**src/rtl/arb_pkg.sv**
```systemverilog
package arb_pkg;
  localparam int unsigned DefNumSrc = 64;
  localparam int unsigned DefPrioW  = 4;
  localparam int unsigned DefThrW   = 5;
  localparam int unsigned DefWordW  = 32;

  // strobes from control to datapath
  typedef struct packed {
    logic capture;
  } arb_strobe_t;
endpackage

```
**src/rtl/arb_ctrl.sv**
```systemverilog
module arb_ctrl
  import arb_pkg::*;
(
  input  logic        clk,
  input  logic        rstN,
  input  logic        inStrobe,
  output arb_strobe_t strb,
  output logic        outValid
);
  always_comb strb.capture = inStrobe;

  always_ff @(posedge clk or negedge rstN) begin
    if (!rstN) outValid <= 1'b0;
    else       outValid <= inStrobe;
  end
endmodule

```
**src/rtl/arb_datapath.sv**
```systemverilog
module arb_datapath
  import arb_pkg::*;
#(
  parameter int unsigned NUM_SRC = DefNumSrc,
  parameter int unsigned PRIO_W  = DefPrioW,
  parameter int unsigned THR_W   = DefThrW,
  parameter int unsigned WORD_W  = DefWordW,
  localparam int unsigned SRC_W     = $clog2(NUM_SRC),
  localparam int unsigned PER_WORD  = WORD_W / PRIO_W,
  localparam int unsigned NUM_WORDS = NUM_SRC / PER_WORD
) (
  input  logic                        clk,
  input  logic                        rstN,
  input  arb_strobe_t                 strb,
  input  logic [NUM_SRC-1:0]          reqVec,
  input  logic [NUM_WORDS*WORD_W-1:0] prioFlat,
  input  logic [THR_W-1:0]            threshold,
  output logic                        anyReq,
  output logic [SRC_W-1:0]            winSrc,
  output logic [PRIO_W-1:0]           winPrio,
  output logic [WORD_W-1:0]           packedResult,
  output logic                        aboveThr
);
  localparam int unsigned NODES  = 2 * NUM_SRC - 1;
  localparam int unsigned HALF_W = WORD_W / 2;
  localparam logic [THR_W-1:0] ALL_PASS = {THR_W{1'b1}};

  typedef struct packed {
    logic              vld;
    logic [SRC_W-1:0]  idx;
    logic [PRIO_W-1:0] pri;
  } node_t;

  // tie rule: the higher-index side wins on equal priority
  function automatic node_t pickNode(node_t lo, node_t hi);
    if (hi.vld && (!lo.vld || hi.pri >= lo.pri)) return hi;
    return lo;
  endfunction

  logic [PRIO_W-1:0] leafPrio [NUM_SRC];
  logic [NUM_SRC-1:0] gtVec;
  node_t tree [NODES];
  node_t root;
  logic  aboveNext;

  // leaves, heap order: node k has children 2k+1 (lower) and 2k+2 (higher)
  for (genvar i = 0; i < NUM_SRC; i++) begin : g_leaf
    localparam int unsigned WSEL = i / PER_WORD;
    localparam int unsigned NSEL = i % PER_WORD;
    assign leafPrio[i] = prioFlat[WSEL*WORD_W + NSEL*PRIO_W +: PRIO_W];
    assign tree[NUM_SRC-1+i] = '{vld: reqVec[i], idx: SRC_W'(i), pri: leafPrio[i]};
    assign gtVec[i] = reqVec[i] && (THR_W'(leafPrio[i]) > threshold);
  end

  for (genvar k = 0; k < NUM_SRC - 1; k++) begin : g_node
    assign tree[k] = pickNode(tree[2*k+1], tree[2*k+2]);
  end

  assign root      = tree[0];
  assign aboveNext = (threshold == ALL_PASS) ? (|reqVec) : (|gtVec);

  always_ff @(posedge clk or negedge rstN) begin
    if (!rstN) begin
      anyReq       <= 1'b0;
      winSrc       <= '0;
      winPrio      <= '0;
      packedResult <= '1;
      aboveThr     <= 1'b0;
    end else if (strb.capture) begin
      anyReq   <= root.vld;
      aboveThr <= aboveNext;
      if (root.vld) begin
        winSrc       <= root.idx;
        winPrio      <= root.pri;
        packedResult <= {HALF_W'(root.idx), HALF_W'(root.pri)};
      end else begin
        winSrc       <= '0;
        winPrio      <= '0;
        packedResult <= '1;
      end
    end
  end
endmodule

```
**src/rtl/irq_prio_arbiter.sv**
```systemverilog
module irq_prio_arbiter
  import arb_pkg::*;
#(
  parameter int unsigned NUM_SRC = DefNumSrc,
  parameter int unsigned PRIO_W  = DefPrioW,
  parameter int unsigned THR_W   = DefThrW,
  parameter int unsigned WORD_W  = DefWordW,
  localparam int unsigned SRC_W     = $clog2(NUM_SRC),
  localparam int unsigned NUM_WORDS = NUM_SRC / (WORD_W / PRIO_W)
) (
  input  logic                        clk,
  input  logic                        rstN,
  input  logic                        inStrobe,
  input  logic [NUM_SRC-1:0]          reqVec,
  input  logic [NUM_WORDS*WORD_W-1:0] prioFlat,
  input  logic [THR_W-1:0]            threshold,
  output logic                        outValid,
  output logic                        anyReq,
  output logic [SRC_W-1:0]            winSrc,
  output logic [PRIO_W-1:0]           winPrio,
  output logic [WORD_W-1:0]           packedResult,
  output logic                        aboveThr
);
  arb_strobe_t strb;

  arb_ctrl u_ctrl (
    .clk      (clk),
    .rstN     (rstN),
    .inStrobe (inStrobe),
    .strb     (strb),
    .outValid (outValid)
  );

  arb_datapath #(
    .NUM_SRC (NUM_SRC),
    .PRIO_W  (PRIO_W),
    .THR_W   (THR_W),
    .WORD_W  (WORD_W)
  ) u_dp (
    .clk          (clk),
    .rstN         (rstN),
    .strb         (strb),
    .reqVec       (reqVec),
    .prioFlat     (prioFlat),
    .threshold    (threshold),
    .anyReq       (anyReq),
    .winSrc       (winSrc),
    .winPrio      (winPrio),
    .packedResult (packedResult),
    .aboveThr     (aboveThr)
  );
endmodule

```
**config.mk**
```make
export PLATFORM = sky130hd
export DESIGN_NAME = irq_prio_arbiter
export DESIGN_NICKNAME = d
export VERILOG_FILES = /design/src/rtl/arb_pkg.sv /design/src/rtl/arb_ctrl.sv /design/src/rtl/arb_datapath.sv /design/src/rtl/irq_prio_arbiter.sv
export SDC_FILE = /design/constraint.sdc
export NUM_CORES = 1
export LEC_CHECK = 0
export BUFFER_PORTS_ARGS = -buffer_cell sky130_fd_sc_hd__buf_2
export CAP_MARGIN = 30
export CORE_MARGIN = 3
export CORE_UTILIZATION = 40
export CTS_CLUSTER_DIAMETER = 150
export CTS_CLUSTER_SIZE = 28
export DETAILED_ROUTE_END_ITERATION = 7
export MAX_ROUTING_LAYER = met4
export PLACE_DENSITY = 0.61
export SETUP_SLACK_MARGIN = 0.3
export SYNTH_ARGS = -nofsm -noshare
export SYNTH_HDL_FRONTEND = slang
export SYNTH_HIERARCHICAL = 1
export SYNTH_SLANG_ARGS = --single-unit
```
**constraint.sdc**
```tcl
create_clock -name clk -period 0.95 [get_ports clk]
set_input_delay 0.095 -clock clk [delete_from_list [all_inputs] [get_ports clk]]
set_output_delay 0.095 -clock clk [all_outputs]
set_load 0.01 [all_outputs]
```
==> impl_metrics.tcl <==
set metrics [dict create \
    final_nets 4168 \
    worst-path-buf-inv 6 \
    dp.cells 3757 \
    grt_antenna_before_repair 6 \
    worstSetupStartpointType "input pin" \
    finalSetupViolCount 55 \
    synth.avg_cell_area_um2 8.05 \
    path_max_fanout 5 \
    avgViaCountPerCell 5.29 \
    drt-total-wl_um 69500 \
    synthFlopType "dfrtp_1" \
    routabilityCongestion 0.971 \
    min_period_ns 7.88 \
    core_area_um2 41200 \
    cts.path.max_buffers 2 \
    worstSetupStartpoint "prioFlat[73]" \
    wire_per_inst_um 18.0 \
    critPathMaxStageDelay_ns 0.39 \
    final_core_util_pct 68.9 \
    yosys_register_bits 24 \
    die-width_um 211 \
    hold_ws_ns -0.179 \
    violations "negative hold slack, negative setup slack" \
    end_kind "register" \
    start_util_pct 40.8 \
    total_power_mw 56.0 \
    cts_tree "done" \
    switchingPower_mw 25.1 \
    final_cell_count_no_fill 3869 \
    drv_cap 0 \
    cp.required_ns 1.08 \
    drv_slew 0 \
    hold_viol 13 \
    synth_cell_types 66 \
    p_int_mw 30.9 \
    drc 0 \
    async_flop_share_pct 100 \
    slowest_stage "o31a_1" \
    n_fill_cell 3326 \
    drive_gt1_share_pct 49.5 \
    hold_class "input pin to asynchronous set/reset pin" \
    power_density_nw_per_um2 1970 \
    clock-sinks 24 \
    port_buffers 372 \
    worst_pin_slew_ns 0.542 \
    slew_headroom_pct 63.9 \
    syn2layout_area_growth_pct 68.8 \
    vdd_drop_max_v 0.00363 \
    switching_share_pct 44.9 \
    reg2reg_from "u_dp/packedResult[30]" \
    clock_skew_ns 0 \
    min_period_over_period_pct 830 \
    dp_hpwl_um 58700 \
    r2r_cells 4 \
    antenna_left 0 \
    cp.depth 43 \
    drt_first_iter_violations 995 \
    first_pass_iters 5 \
    grt_max_degree 26 \
    root_buffer "clkbuf_16" \
    fin_ws_ns -6.93 \
    power_leakage_nw 15.4 \
    clock.fmax_ghz 0.127 \
    h-tree-depth 1 \
    worst_path_most_repeated_cell "ha_1" \
    p_comb_share_pct 94.5 \
    ios 373 \
    vias 20400 \
    grt_overflow 0 \
    rsz0062_at_grt "yes" \
    grt.total_usage_pct 29.7 \
    die-area_um2 44500 \
    synthesis.nets 2926 \
    p_seq_share_pct 3.9 \
    pwr-share-clk_pct 1.6 \
    syn_inst 2090 \
    ys_warn_count 6 \
    grt_pass1_wl_um 105000 \
    synth-edff-count 0 \
    rows 74 \
    synth.yosys.seq_area_share_pct 3.65 \
    grt_pass1_vias 20900 \
    numCtsBuffers 3 \
    crit_type "input pin to register" \
    preCtsSetupSlack_ns -7.47 \
    arrival_ns 8.01 \
    cts.clk_slew.worst_paths_ns 0.06 \
    critPathTopFamily "compound AO/OA/AOI/OAI gates" \
    syn_area_um2 16800 \
    die_y_um 211 \
    outcome "complete, but fails checks" \
    clock_latency_ns 0.25 \
]
## worst paths after layout
kind	endpoint	slack, ns
hold / removal	u_dp/winSrc[1]	-0.18
hold reg to reg	u_dp/packedResult[21]	0.50
max in group asynchronous	u_dp/packedResult[19]	0.76
setup / recovery	u_dp/winSrc[0]	-6.93
setup reg to reg	u_dp/packedResult[30]	-0.24
min in group clk	u_dp/aboveThr	0.19
## flip-flops by register name (all words and copies together) (netlist names)
signal and cells:
u_dp/winSrc 6, u_ctrl/outValid 1, u_dp/winPrio 4, u_dp/anyReq 1, u_dp/aboveThr 1, u_dp/packedResult 11
## power groups by stage
stage / registers (mW) / clock network, mW / logic [mW]
floorplan: 2.25 / 0 / 21.0
global placement: 2.05 / 0 / 37.4
detailed placement: 2.05 / 0 / 38.1
CTS: 2.14 / 0.915 / 43.8
global route: 2.21 / 0.980 / 55.4
finish: 2.18 / 0.924 / 52.9
## cells in the final DEF, fill, tap and decap left out, types with 68 or more instances in the layout
master	n
buf_4	856
ha_1	477
buf_2	317
inv_1	266
mux2i_1	123
nand2_1	114
a21oi_1	104
buf_6	82
nand2b_1	72
nor2b_1	70
nor2_1	69
o21ai_0	68
## logic make-up (layout without fill, tap and decap cells)
group | Yosys count | in the layout | synth area share [%]
fa+ha+maj | 508 | 508 | 37.8
compound gates | 465 | 465 | 18.1
flops | 24 | 24 | 3.65
other cells | 0 | 6 | 0
buf+inv | 323 | 1564 | 7.76
simple gates | 510 | 510 | 16.6
mux | 260 | 260 | 16.1
## synth_stat cells, types with 4 or more instances
library cell | n | area (um2)
o211ai_1 | 34 | 255
dfstp_2 | 11 | 289
o22a_1 | 14 | 123
a31oi_1 | 5 | 31.3
a211oi_1 | 13 | 97.6
nand2b_1 | 76 | 475
nor2b_1 | 73 | 457
ha_1 | 508 | 6360
o221ai_1 | 8 | 70.1
o21ai_2 | 28 | 245
o31a_1 | 14 | 123
and2_1 | 5 | 31.3
nor3b_1 | 16 | 120
buf_4 | 22 | 165
clkbuf_1 | 7 | 26.3
nand4_1 | 67 | 419
nor2_1 | 78 | 293
mux2i_1 | 205 | 2050
a21o_1 | 10 | 75.1
nand3b_1 | 32 | 240
nor4_1 | 19 | 119
inv_1 | 286 | 1070
nor2_2 | 7 | 43.8
dfrtp_1 | 13 | 325
a221oi_1 | 4 | 35.0
o21ai_1 | 14 | 70.1
o21bai_1 | 28 | 210
mux2_2 | 40 | 450
mux2_1 | 6 | 67.6
o21ai_0 | 96 | 480
mux2_4 | 5 | 75.1
nand3_1 | 4 | 20.0
o22ai_1 | 49 | 307
a21oi_1 | 126 | 631
nand2_1 | 118 | 443
buf_2 | 8 | 40.0
## routing by layer
metal  up-vias  routed length (um)  track usage (%)
li1      10200                   -                -
met1      9650               30200             36.6
met2       525               34300             52.2
met3       115                2770             2.44
met4         0                2260             7.99
met5         -                   0                -
## repair_timing
item,4_1_cts,5_1_grt
pin swaps,71,114
setup buffers,48,52
endpoints found under the setup margin,68,68
endpoints found under the hold margin,13,13
cloned,1,1
gates resized for setup,182,235
## worst register-to-register path, stage by stage, from the launching register on
cell     delay (ns)
dfstp_4        0.68
buf_6          0.16
buf_4          0.11
inv_1          0.03
o21ai_0        0.14
## stage by stage
stage / cell area, um2 / TNS, ns
3_5_place_dp: 25600 / -152.39
3_3_place_gp: 25600 / -146.98
2_1_floorplan: 17200 / -136.40
5_1_grt: 28400 / -157.13
6_report: 28400 / -149.13
4_1_cts: 26800 / -143.93
## area by class of cell
type	count	area (um2)	share of cell area (%)
Antenna cell	6	15.0	0.0529
Clock buffer	4	78.8	0.278
Inverter	286	1100	3.87
Multi-Input combinational cell	1743	16600	58.5
Sequential cell	24	618	2.18
Tap cell	532	666	2.35
Timing Repair Buffer	1274	9310	32.8
Note: power is estimated with default switching activity, not from simulation.
